==> config.mk <==
export PLATFORM = sky130hd
export DESIGN_NAME = uart_irq_router
export DESIGN_NICKNAME = d
export VERILOG_FILES = /design/src/rtl/uirq_pkg.sv /design/src/rtl/uirq_mask_reg.sv /design/src/rtl/uirq_source_gate.sv /design/src/rtl/uirq_route.sv /design/src/rtl/uart_irq_router.sv
export SDC_FILE = /design/constraint.sdc
export NUM_CORES = 1
export LEC_CHECK = 0
export ABC_AREA = 1
export BUFFER_PORTS_ARGS = -buffer_cell sky130_fd_sc_hd__buf_2
export CORE_MARGIN = 10
export CORE_UTILIZATION = 45
export CTS_BUF_LIST = sky130_fd_sc_hd__clkbuf_8
export CTS_CLUSTER_SIZE = 25
export DETAILED_ROUTE_END_ITERATION = 7
export PLACE_DENSITY = 0.8
export SYNTH_ARGS = -nofsm -noshare
export SYNTH_HDL_FRONTEND = slang
export SYNTH_SLANG_ARGS = --single-unit
==> constraint.sdc <==
create_clock -name clk -period 3.1 [get_ports clk]
set_input_delay 0.62 -clock clk [delete_from_list [all_inputs] [get_ports clk]]
set_output_delay 0.62 -clock clk [all_outputs]
set_load 0.05 [all_outputs]
==> src/rtl/uirq_pkg.sv <==
// Shared constants and types for the UART interrupt mask and request router.
// Assumes a 5-bit mask whose bit positions are fixed by the register layout.
package uirq_pkg;
    localparam int MASK_W = 5;
    localparam int B_RXF  = 0;  // receive buffer full enable
    localparam int B_TXE  = 1;  // transmit buffer empty enable
    localparam int B_LER  = 2;  // line error enable
    localparam int B_FOLD = 3;  // fold transmit/receive into status
    localparam int B_RXS  = 4;  // reduced-rate receive enable

    typedef enum logic [1:0] {
        VIEW_DIRECT = 2'd0,
        VIEW_SET    = 2'd1,
        VIEW_CLEAR  = 2'd2,
        VIEW_NONE   = 2'd3
    } view_e;

    typedef struct packed {
        logic stat;
        logic rx_dma;
        logic rx;
        logic tx_dma;
        logic tx;
    } req_t;
endpackage

==> src/rtl/uirq_mask_reg.sv <==
// Mask register with three aliased write views and a common read view.
// Assumes single-cycle bus accesses; a write takes effect at the edge
// where bus_wr is sampled high with a matching address.
module uirq_mask_reg
    import uirq_pkg::*;
#(
    parameter int              ADDR_W    = 8,
    parameter logic [ADDR_W-1:0] BASE_ADDR = 8'h40
) (
    input  logic              clk,
    input  logic              rst_n,
    input  logic [ADDR_W-1:0] bus_addr,
    input  logic [1:0]        bus_view,
    input  logic              bus_wr,
    input  logic [MASK_W-1:0] bus_wdata,
    output logic [MASK_W-1:0] bus_rdata,
    output logic [MASK_W-1:0] mask_q
);
    logic              hit;
    logic [MASK_W-1:0] mask_d;
    view_e             view;

    assign hit  = (bus_addr == BASE_ADDR);
    assign view = view_e'(bus_view);

    // Next mask value for the selected view.
    always_comb begin
        mask_d = mask_q;
        if (hit && bus_wr) begin
            case (view)
                VIEW_DIRECT: mask_d = bus_wdata;
                VIEW_SET:    mask_d = mask_q | bus_wdata;
                VIEW_CLEAR:  mask_d = mask_q & ~bus_wdata;
                default:     mask_d = mask_q;
            endcase
        end
    end

    // Mask storage with synchronous reset.
    always_ff @(posedge clk) begin
        if (!rst_n) mask_q <= '0;
        else        mask_q <= mask_d;
    end

    // Read returns the mask for every view on an address match.
    always_comb begin
        bus_rdata = hit ? mask_q : '0;
    end
endmodule

==> src/rtl/uirq_source_gate.sv <==
// Combines the UART level conditions with their mask enables into three
// request sources. Purely combinational; assumes level-held inputs.
module uirq_source_gate
    import uirq_pkg::*;
#(
    parameter int ERR_W = 3
) (
    input  logic [MASK_W-1:0] mask_q,
    input  logic              rx_full,
    input  logic              tx_empty,
    input  logic [ERR_W-1:0]  line_err,
    input  logic              rx_slow,
    output logic              tx_src,
    output logic              rx_src,
    output logic              st_src
);
    logic [ERR_W-1:0] err_en;

    // One enabled term per line error condition.
    for (genvar g = 0; g < ERR_W; g++) begin : g_err
        assign err_en[g] = mask_q[B_LER] & line_err[g];
    end

    // Source terms for each request class.
    always_comb begin
        tx_src = mask_q[B_TXE] & tx_empty;
        rx_src = (mask_q[B_RXF] & rx_full) | (mask_q[B_RXS] & rx_slow);
        st_src = |err_en;
    end
endmodule

==> src/rtl/uirq_route.sv <==
// Routes sources to the outputs, applying fold mode and DMA qualification,
// then registers the result. Assumes one cycle of latency is acceptable.
module uirq_route
    import uirq_pkg::*;
(
    input  logic clk,
    input  logic rst_n,
    input  logic fold,
    input  logic tx_src,
    input  logic rx_src,
    input  logic st_src,
    input  logic tx_dma_en,
    input  logic rx_dma_en,
    output req_t req_q
);
    localparam int NDIR = 2;
    logic [NDIR-1:0] dir_src, dir_en, dir_req, dir_dma;
    req_t            req_d;

    assign dir_src = {rx_src, tx_src};
    assign dir_en  = {rx_dma_en, tx_dma_en};

    // Per-direction request and DMA qualification.
    for (genvar d = 0; d < NDIR; d++) begin : g_dir
        assign dir_req[d] = dir_src[d] & ~fold;
        assign dir_dma[d] = dir_req[d] & dir_en[d];
    end

    // Assemble the next output word, folding into status when asked.
    always_comb begin
        req_d.tx     = dir_req[0];
        req_d.tx_dma = dir_dma[0];
        req_d.rx     = dir_req[1];
        req_d.rx_dma = dir_dma[1];
        req_d.stat   = st_src | (fold & (|dir_src));
    end

    // Output register with synchronous reset.
    always_ff @(posedge clk) begin
        if (!rst_n) req_q <= '0;
        else        req_q <= req_d;
    end
endmodule

==> src/rtl/uart_irq_router.sv <==
// Top of the UART interrupt mask and request router. Holds the mask,
// gates the level conditions and drives registered request outputs.
// Assumes synchronous active-low reset and a single-cycle register bus.
module uart_irq_router
    import uirq_pkg::*;
#(
    parameter int                ADDR_W    = 8,
    parameter logic [ADDR_W-1:0] BASE_ADDR = 8'h40,
    parameter int                ERR_W     = 3
) (
    input  logic              clk,
    input  logic              rst_n,
    input  logic [ADDR_W-1:0] bus_addr,
    input  logic [1:0]        bus_view,
    input  logic              bus_wr,
    input  logic [MASK_W-1:0] bus_wdata,
    output logic [MASK_W-1:0] bus_rdata,
    input  logic              rx_full,
    input  logic              tx_empty,
    input  logic [ERR_W-1:0]  line_err,
    input  logic              rx_slow,
    input  logic              tx_dma_en,
    input  logic              rx_dma_en,
    output logic              tx_req,
    output logic              tx_to_dma,
    output logic              rx_req,
    output logic              rx_to_dma,
    output logic              stat_irq
);
    logic [MASK_W-1:0] mask_q;
    logic              tx_src, rx_src, st_src;
    req_t              req_q;

    uirq_mask_reg #(.ADDR_W(ADDR_W), .BASE_ADDR(BASE_ADDR)) u_mask (
        .clk(clk), .rst_n(rst_n), .bus_addr(bus_addr), .bus_view(bus_view),
        .bus_wr(bus_wr), .bus_wdata(bus_wdata), .bus_rdata(bus_rdata),
        .mask_q(mask_q)
    );

    uirq_source_gate #(.ERR_W(ERR_W)) u_gate (
        .mask_q(mask_q), .rx_full(rx_full), .tx_empty(tx_empty),
        .line_err(line_err), .rx_slow(rx_slow),
        .tx_src(tx_src), .rx_src(rx_src), .st_src(st_src)
    );

    uirq_route u_route (
        .clk(clk), .rst_n(rst_n), .fold(mask_q[B_FOLD]),
        .tx_src(tx_src), .rx_src(rx_src), .st_src(st_src),
        .tx_dma_en(tx_dma_en), .rx_dma_en(rx_dma_en), .req_q(req_q)
    );

    assign tx_req    = req_q.tx;
    assign tx_to_dma = req_q.tx_dma;
    assign rx_req    = req_q.rx;
    assign rx_to_dma = req_q.rx_dma;
    assign stat_irq  = req_q.stat;
endmodule

### Word-level counts from Yosys, hierarchy flattened

Index checks and enable logic that the tools add are counted.

| storage, ports and cells | value |
|---|---|
| flip-flop bits (word level) | 10 |
| bits of input ports | 26 |
| word-level logic and storage cells | 34 |

| cells by class | value |
|---|---|
| equal/unequal tests | 3 |
| mux-type cells | 2 |
| bitwise operators | 17 |
| reduce and logical (&&, ||, !) cells | 6 |

Operators with widths:

| cell | number |
|---|---|
| $pmux W5 S3 | 1 |
| $and A1 B1 Y1 | 11 |
| $eq A8 B7 Y1 const B | 1 |
| $and A5 B5 Y5 | 1 |
| $mux W5 | 1 |
| $not A5 Y5 | 1 |
| $or A5 B5 Y5 | 1 |
| $reduce_bool A3 Y1 | 1 |
| $reduce_or A3 Y1 | 1 |
| $eq A2 B1 Y1 const B | 1 |
| $eq A2 B2 Y1 const B | 1 |
| $logic_not A2 Y1 | 1 |
| $or A1 B1 Y1 | 2 |
| $reduce_and A2 Y1 | 1 |
| $reduce_or A2 Y1 | 1 |
| $logic_and A1 B1 Y1 | 1 |
| $not A1 Y1 | 1 |

### Longest topological paths before layout

Gate-level depths: netlist of the first run.

| logic depth | value |
|---|---|
| word-level depth | 5 |
| mapped depth | 8 |

### Hierarchy

Synthesis of the first run repeated with hierarchy kept, for this count alone.

| unflattened totals | value |
|---|---|
| cell total of the unflattened synthesis | 113 |
| area, all modules | 686.9 um^2 |

Modules (own cells, without submodules):

| module | instances | cells each | area each (um^2) |
|---|---|---|---|
| uirq_mask_reg | 1 | 88 | 485.5 |
| uirq_route | 1 | 16 | 166.4 |
| uirq_source_gate | 1 | 9 | 35.0 |

### Worst setup path before layout of the first run

No wires, ideal clock.

| timing path | value |
|---|---|
| path type | input port to output port |
| start | input bus_addr[3] |
| end | output bus_rdata[0] |
| arrival time | 1,674 ps |
| setup slack | 806 ps |
| cell stages on the path | 5 |
| cells stage by stage | nor2_2 -> nand2_2 -> nor2_8 -> inv_2 -> nor2_1 |

| between the ends | value |
|---|---|
| cells in the longest elaborated chain, start to end | 2 |

Ends and longest elaborated chain:

| what | line | RTL |
|---|---|---|
| from (decl) | uart_irq_router.sv:13 | `input logic [ADDR_W-1:0] bus_addr,` |
| $eq A8 B7 Y1 | uirq_mask_reg.sv:23 | `assign hit = (bus_addr == BASE_ADDR);` |
| $mux W5 | uirq_mask_reg.sv:47 | `bus_rdata = hit ? mask_q : '0;` |
| to (decl) | uart_irq_router.sv:17 | `output logic [MASK_W-1:0] bus_rdata,` |

Every way passes these cells.

### Final worst setup path of the first run

| timing path | value |
|---|---|
| start | input bus_addr[5] |
| end | output bus_rdata[4] |

Same word-level chain as after synthesis.

==> results.yml, run 1 <==
timing:
  finClkSkew_ns: 0.00224
  maxSlewViolCount: 0
  max_freq_mhz: 462
  hold_viol: 0
  worstMarginPinSlew_ns: 0.257
  finalSetupTns_ns: 0
  relSlewSlack: 0.830
  setup_viol: 0
  layout_min_cycle_time_ns: 2.16
  finalCritPeriodShare: 0.698
  rsz0062_at_grt: "false"
  setup_ws_ns: 0.937
  hold_slack_ns: 0.496
global_routing:
  grt_overflow: 0
  grt_pass1_wl_mm: 2.86
  grt_max_degree: 10
  grt_pass1_vias: 736
  globalRouteTotalUtil: 0.101
  antenna_found_initial: 0
cells_and_area:
  area_growth_pct: 36.6
  fillers: 138
  n_antenna_cell: 0
  final_cell_mix: "35 x buf_2, 31 x nand2_1, 22 x inv_1"
  drive_above_1_share: 0.333
  final_common_cell: "buf_2"
  fin_nets: 180
  design_area_um2: 930
synthesis:
  synth_area_per_cell_um2: 6.13
  synth_cell_types: 18
  ys_ff_latch: 10
  syn_inst: 111
  synth_top_area_cell: "dfxtp_1"
  yosysSeqAreaShare: 0.294
  synth_area_leaders: "dfxtp_1 29%, nand2_1 17%, inv_1 12%"
  ys_warn_count: 0
  syn_area_um2: 681
  syn_nets: 140
  synth_top_area_share: 0.294
floorplan:
  core_um2: 1370
  die_area_um2: 3470
  die-height_um: 58.9
  io_pins: 36
  start_util: 0.498
  num_rows: 13
  die_w_um: 58.9
critical_path:
  crit_type: "input pin to output port"
  path_max_fanout: 9
  worstPathRequired_ns: 2.48
  start_kind: "input pin"
  cp-startpoint: "bus_addr[5]"
  r2r-start: "u_mask.mask_q[3]$_SDFFE_PN0P_"
  worstSetupEndpointType: "output port"
  arrival_ns: 1.54
clock_network:
  clk_latency_ns: 0.24
  post_cts_resized: 0
  clk_pin_slew_ns: 0.05
  holdBufCountCts: 0
  clockBufferDepth: 2
  htree_levels: 1
  cts_tree: "done"
  numCtsBuffers: 3
  root_buffer: "clkbuf_8"
  cts_setup_buffers: 0
  cts.sinks: 10
worst_hold_path:
  hp-start: "u_mask.mask_q[2]$_SDFFE_PN0P_"
  hold_path_class: "register to register"
placement:
  dp_hpwl_mm: 1.53
  place_area_um2: 875
  io_buffers: 35
  dp_slack_ns: 0.942
  globalplace.congestion: 0.790
run_status:
  status: "finished clean"
detailed_routing:
  drt_iter0_drc: 12
  postRouteAntennaNets: 0
  firstDrtPassIters: 4
  wire_per_inst_um: 10.9
  num_vias: 744
  via_per_inst: 4.51
  wl_mm: 1.80
  route.detailed.drc: 0
power_and_ir_drop:
  ir_worst_vdd_mv: 0.223
  p_total_uw: 342
  cellLeakagePower_uw: 0.000550
  power_density_nw_per_um2: 368
job:
  drv_cap: 0
## report_power, final
part	switching (uW)	internal (uW)	leakage (uW)
combinational	28.3	22.7	0.000440
clock	50.5	112	0.0000288
sequential	0.109	129	0.0000805
total	78.9	263	0.000550
## worst max-delay path, stage by stage
cell,delay (ns)
buf_2,0.10
nor2_1,0.13
nand2_2,0.10
nor2_8,0.14
inv_2,0.07
nor2_1,0.09
buf_2,0.27
## cell families (layout without fill, tap and decap cells)
family                     Yosys count  count (layout)  synth area share
adders and majority gates            3               3            0.0552
buffers and inverters               24              63             0.132
and+or+nand+nor                     63              63             0.434
DFF                                 10              10             0.294
AOI/OAI and AO/OA                   11              11            0.0846
## routing by layer
metal,share of wire,vias to the layer above,track usage
met5,0,-,0
met4,0.024,0,0.0590
met3,0.068,4,0.0322
met2,0.48,25,0.173
met1,0.43,307,0.105
li1,-,408,-
## layout make-up
type	instances	area [um^2]	share of cell area
multi-input cells	77	390	0.420
inverters	24	90.1	0.0969
repair buffers	35	175	0.188
clock buffers	4	55.1	0.0592
flip-flops and latches	10	200	0.215
well taps	15	18.8	0.0202
## worst paths after layout
kind / depth (start not counted) / slack [ns] / to
max reg2reg: 6 / 2.16 / u_mask.mask_q[3]$_SDFFE_PN0P_
min reg2reg: 2 / 0.50 / u_route.req_q[4]$_SDFF_PN0_
min: 2 / 0.50 / u_route.req_q[4]$_SDFF_PN0_
max: 7 / 0.94 / bus_rdata[4]
## cell usage after synthesis (all sizes together)
| cell | count |
|---|---|
| dfxtp | 10 |
| nand3 | 6 |
| nor3 | 1 |
| o21ai | 5 |
| nor3b | 1 |
| and2 | 1 |
| inv | 24 |
| nand2 | 33 |
| ha | 3 |
| o31ai | 1 |
| a21oi | 5 |
| nor2 | 21 |
## stage by stage
stage          instances  utilization
2_1_floorplan        111            -
3_3_place_gp         161        0.640
3_5_place_dp         161        0.640
4_1_cts              165        0.680
5_1_grt              165        0.680
6_report             165        0.680
## sequential cells by signal, summed over array words and instances, names as in the netlist
name	cells
u_mask.mask_q	5
u_route.req_q	5
Power figures use the tool's default switching activity.
==> run 2: changes to the inputs <==
--- a/config.mk
+++ b/config.mk
@@ -5,14 +5,14 @@
 export SDC_FILE = /design/constraint.sdc
 export NUM_CORES = 1
 export LEC_CHECK = 0
-export ABC_AREA = 1
+export ABC_AREA = 0
 export BUFFER_PORTS_ARGS = -buffer_cell sky130_fd_sc_hd__buf_2
 export CORE_MARGIN = 10
-export CORE_UTILIZATION = 45
+export CORE_UTILIZATION = 39
 export CTS_BUF_LIST = sky130_fd_sc_hd__clkbuf_8
 export CTS_CLUSTER_SIZE = 25
 export DETAILED_ROUTE_END_ITERATION = 7
-export PLACE_DENSITY = 0.8
+export PLACE_DENSITY = 0.76
 export SYNTH_ARGS = -nofsm -noshare
 export SYNTH_HDL_FRONTEND = slang
 export SYNTH_SLANG_ARGS = --single-unit
==> constraint.sdc (replaced) <==
create_clock -name clk -period 1.9 [get_ports clk]
set_input_delay 0.38 -clock clk [delete_from_list [all_inputs] [get_ports clk]]
set_output_delay 0.38 -clock clk [all_outputs]
set_load 0.05 [all_outputs]
==> results.yml, run 2 <==
floorplan:
  die_w_um: 59.5
  num_rows: 14
  core_um2: 1490
  die_area_um2: 3540
  io_pins: 36
  start_util: 0.408
  die-height_um: 59.5
cells_and_area:
  utilization: 0.584
  reg_top3: "u_mask.mask_q (5), u_route.req_q (5)"
  area_growth_pct: 43.0
  seqCellArea_um2: 200
  final_common_cell: "buf_2"
  multi_input_area_um2: 393
  fin_nets: 135
  n_antenna_cell: 0
  final_cell_mix: "35 x buf_2, 10 x dfxtp_1, 9 x nor2b_1"
  fillers: 137
  drive_above_1_share: 0.438
synthesis:
  synth_top_family_by_area: "simple AND/OR/NAND/NOR gates"
  synth_cell_types: 26
  synth_top_area_cell: "dfxtp_1"
  synth_xor_area_frac: 0
  syn_inst: 65
  syn_area_um2: 608
  synthAdderAreaFrac: 0.0617
  yosys.area_share.simple: 0.368
  synth_area_per_cell_um2: 9.36
  ys_warn_count: 0
  synth_edf_count: 0
  synth_area_leaders: "dfxtp_1 33%, nor2b_1 9.3%, mux2i_1 6.6%"
  muxShareOfSynthArea: 0.0658
  synth.top_cells.by_count: "10 x dfxtp_1, 9 x nor2b_1, 6 x nand2_1"
  synth-main-ff-cell: "dfxtp_1"
  ys_ff_latch: 10
  syn_nets: 94
  yosys.cell_count.top_type: "dfxtp_1"
  synth-async-reset-ratio: 0
  yosysSeqAreaShare: 0.329
  synth_top_area_share: 0.329
  synth_compound_area_frac: 0.150
timing:
  relSlewSlack: 0.746
  finClkSkew_ns: 0.00315
  setup_viol: 0
  hold_viol: 0
  finalCritPeriodShare: 0.930
  finalSetupTns_ns: 0
  hold_slack_ns: 0.343
  layout_min_cycle_time_ns: 1.77
  worstMarginPinSlew_ns: 0.378
  maxSlewViolCount: 0
  max_freq_mhz: 566
  rsz0062_at_grt: "false"
detailed_routing:
  via_per_inst: 5.07
  route.detailed.drc: 0
  num_vias: 614
  drt_iter0_drc: 9
  postRouteAntennaNets: 0
  wl_mm: 1.79
  firstDrtPassIters: 4
  wire_per_inst_um: 14.8
global_routing:
  grt_max_degree: 13
  grt_pass1_wl_mm: 2.78
  grt_pass1_vias: 658
  gr-usage-met2: 0.186
  globalRouteTotalUtil: 0.0997
  grt_overflow: 0
  busiest_layer: "met2"
  grt_use_met1: 0.0929
  use_met3: 0.0579
  antenna_found_initial: 0
critical_path:
  crit_type: "input pin to output port"
  path_max_fanout: 6
  worstSetupEndpointType: "output port"
  start_kind: "input pin"
  reg2reg_depth: 3
  arrival_ns: 1.39
  worstPathRequired_ns: 1.52
clock_network:
  htree_levels: 1
  clk_latency_ns: 0.23
  numCtsBuffers: 3
  clk_pin_slew_ns: 0.05
  root_buffer: "clkbuf_8"
  holdBufCountCts: 0
  cts.sinks: 10
  cts_setup_buffers: 0
  post_cts_resized: 0
  cts_tree: "done"
  clockBufferDepth: 2
power_and_ir_drop:
  p_total_uw: 549
  power_density_nw_per_um2: 631
  ir_worst_vdd_mv: 0.398
  cellLeakagePower_uw: 0.000470
run_status:
  status: "finished clean"
job:
  drv_cap: 0
worst_hold_path:
  hold_path_class: "input pin to register"
  whs_path_depth: 2
placement:
  globalplace.congestion: 0.806
  io_buffers: 35
[run 2: cell types whose count changed in the layout (fill, tap and decap cells not counted), sizes merged, moves of 2 or more]
| cell | delta |
|---|---|
| nand2 | -27 |
| inv | -21 |
| nor2 | -18 |
| nor2b | +9 |
| a21oi | -5 |
| and3 | +5 |
| nand3 | -5 |
| o21ai | -5 |
| mux2i | +4 |
| o221ai | +4 |
| buf | +2 |
| nand2b | +2 |
[run 2: per-layer routing]
| layer | vias up | share of wire |
|---|---|---|
| met4 | 0 | 0 |
| met3 | 0 | 0.10 |
| met5 | - | 0 |
| li1 | 315 | - |
| met1 | 281 | 0.34 |
| met2 | 18 | 0.56 |
[run 2: logic make-up (layout without fill, tap and decap cells)]
group,after synthesis,after routing
buffers and inverters,4,44
adders and majority gates,3,3
AOI/OAI and AO/OA,11,11
and+or+nand+nor,33,33
muxes,4,4
DFF,10,10
[run 2: worst paths after layout]
kind | startpoint | end | slack, ns
setup reg to reg | u_mask.mask_q[0]$_SDFFE_PN0P_ | u_route.req_q[4]$_SDFF_PN0_ | 0.95
hold reg to reg | u_mask.mask_q[1]$_SDFFE_PN0P_ | u_mask.mask_q[1]$_SDFFE_PN0P_ | 0.49
setup / recovery | bus_addr[1] | bus_rdata[4] | 0.13
hold / removal | tx_dma_en | u_route.req_q[1]$_SDFF_PN0_ | 0.34
[run 2: critical path: stages]
cell and delay [ns]:
buf_2 0.11, nor4_4 0.41, and3_2 0.23, buf_2 0.26
[run 2: final cells by class]
class	count	share of cell area
Clock buffer	4	0.0633
Inverter	3	0.0129
Multi-Input combinational cell	51	0.452
Sequential cell	10	0.230
Tap cell	16	0.0230
Timing Repair Buffer	37	0.219
[run 2: power breakdown]
group	internal, uW	leakage [uW]	switching, uW
registers	210	0.0000805	0.0925
clock network	182	0.0000288	85.0
logic	35.3	0.000360	36.3
total	428	0.000470	121
[run 2: per-stage QoR]
step,cells,area (um^2),worst slack [ns]
after floorplan,65,608,0.247
after global placement,117,815,0.161
after detailed placement,117,815,0.123
after CTS,121,870,0.119
after global routing,121,870,0.0764
final,121,870,0.133
==> run 3: changes to the inputs <==
--- a/config.mk
+++ b/config.mk
@@ -12,7 +12,7 @@
 export CTS_BUF_LIST = sky130_fd_sc_hd__clkbuf_8
 export CTS_CLUSTER_SIZE = 25
 export DETAILED_ROUTE_END_ITERATION = 7
-export PLACE_DENSITY = 0.76
+export PLACE_DENSITY = 0.8
 export SYNTH_ARGS = -nofsm -noshare
 export SYNTH_HDL_FRONTEND = slang
 export SYNTH_SLANG_ARGS = --single-unit
==> results.yml, run 3 (synthesis gave the netlist of run 2 again) <==
detailed_routing:
  via_per_inst: 5.07
  route.detailed.drc: 0
  wl_mm: 1.68
  drt_iter0_drc: 7
  num_vias: 613
  firstDrtPassIters: 4
  postRouteAntennaNets: 0
  wire_per_inst_um: 13.9
worst_hold_path:
  hold_path_class: "input pin to register"
  hp-start: "tx_dma_en"
  hold_end: "u_route.req_q[1]$_SDFF_PN0_"
  whs_path_depth: 2
power_and_ir_drop:
  cellLeakagePower_uw: 0.000470
  power_density_nw_per_um2: 628
  p_total_uw: 546
  ir_worst_vdd_mv: 0.611
clock_network:
  clockBufferDepth: 2
  cts_setup_buffers: 0
  clk_pin_slew_ns: 0.05
  htree_levels: 1
  numCtsBuffers: 3
  cts_tree: "done"
  cts.sinks: 10
  post_cts_resized: 0
  clk_latency_ns: 0.24
  holdBufCountCts: 0
  root_buffer: "clkbuf_8"
cells_and_area:
  drive_above_1_share: 0.438
  final_cell_mix: "35 x buf_2, 10 x dfxtp_1, 9 x nor2b_1"
  reg_top3: "u_mask.mask_q (5), u_route.req_q (5)"
  n_antenna_cell: 0
  area_growth_pct: 43.0
  fin_nets: 135
  final_common_cell: "buf_2"
floorplan:
  die-height_um: 59.5
  start_util: 0.408
  die_area_um2: 3540
  die_w_um: 59.5
  num_rows: 14
  io_pins: 36
  core_um2: 1490
critical_path:
  start_kind: "input pin"
  crit_type: "input pin to output port"
  cpMostUsedCell: "buf_2"
  path_max_fanout: 6
  reg2reg_depth: 3
  cpPeakStageDelay_ns: 0.36
  arrival_ns: 1.34
  timing.rr.end: "u_route.req_q[4]$_SDFF_PN0_"
  worstSetupEndpointType: "output port"
  path_buf_inv: 2
  path_delay_family: "simple AND/OR/NAND/NOR gates"
  worstPathRequired_ns: 1.52
  crit_path_cell_trace: "buf_2 -> nor4b_4 -> and3_2 -> buf_2"
  r2r-start: "u_mask.mask_q[0]$_SDFFE_PN0P_"
  cp_slowest_cell: "nor4b_4"
  reg2reg_slack_ns: 0.95
timing:
  worstMarginPinSlew_ns: 0.319
  hold_viol: 0
  layout_min_cycle_time_ns: 1.72
  maxSlewViolCount: 0
  setup_ws_ns: 0.175
  rsz0062_at_grt: "false"
  finClkSkew_ns: 0.00201
  relSlewSlack: 0.786
  finalSetupTns_ns: 0
  finalCritPeriodShare: 0.908
  setup_viol: 0
  hold_slack_ns: 0.341
  max_freq_mhz: 580
global_routing:
  grt_overflow: 0
  antenna_found_initial: 0
  grt_pass1_vias: 615
  grt_pass1_wl_mm: 2.62
  grt_max_degree: 13
  globalRouteTotalUtil: 0.0980
run_status:
  status: "finished clean"
job:
  drv_cap: 0
placement:
  dp_hpwl_mm: 1.40
  dp_slack_ns: 0.170
  io_buffers: 35
  globalplace.congestion: 0.838
==> run 3: layer usage <==
metal | GRT usage | up-vias | wire [um]
li1 | - | 313 | -
met1 | 0.0905 | 281 | 608
met2 | 0.168 | 15 | 912
met3 | 0.0558 | 4 | 123
met4 | 0.0492 | 0 | 34
met5 | 0 | - | 0
==> run 3: metrics by stage <==
| step | util | instance area (um^2) | cells |
|---|---|---|---|
| final | 0.584 | 870 | 121 |
| after CTS | 0.584 | 870 | 121 |
| after global routing | 0.584 | 870 | 121 |
| after global placement | 0.547 | 815 | 117 |
| after detailed placement | 0.547 | 815 | 117 |
| after floorplan | - | 608 | 65 |
==> run 3: area by class of cell <==
type	instances	area, um^2
clock buffer	4	55.1
tap	16	20.0
multi-input combinational	51	393
inverter	3	11.3
timing repair buffer	37	190
sequential	10	200
fill	146	619
==> run 3: worst max-delay path by stage <==
stage	endpoint	depth (start not counted)	startpoint
floorplan	bus_rdata[0]	2	bus_addr[5]
global placement	bus_rdata[4]	4	bus_addr[5]
detailed placement	bus_rdata[4]	4	bus_addr[5]
CTS	bus_rdata[4]	4	bus_addr[5]
global route	bus_rdata[4]	4	bus_addr[5]
finish	bus_rdata[4]	4	bus_addr[5]
==> run 3: report_power, final <==
group          internal (uW)  switching (uW)  total, uW
clock                    182            84.3        266
combinational           35.2            34.1       69.3
sequential               210          0.0940        210
total                    428             118        546
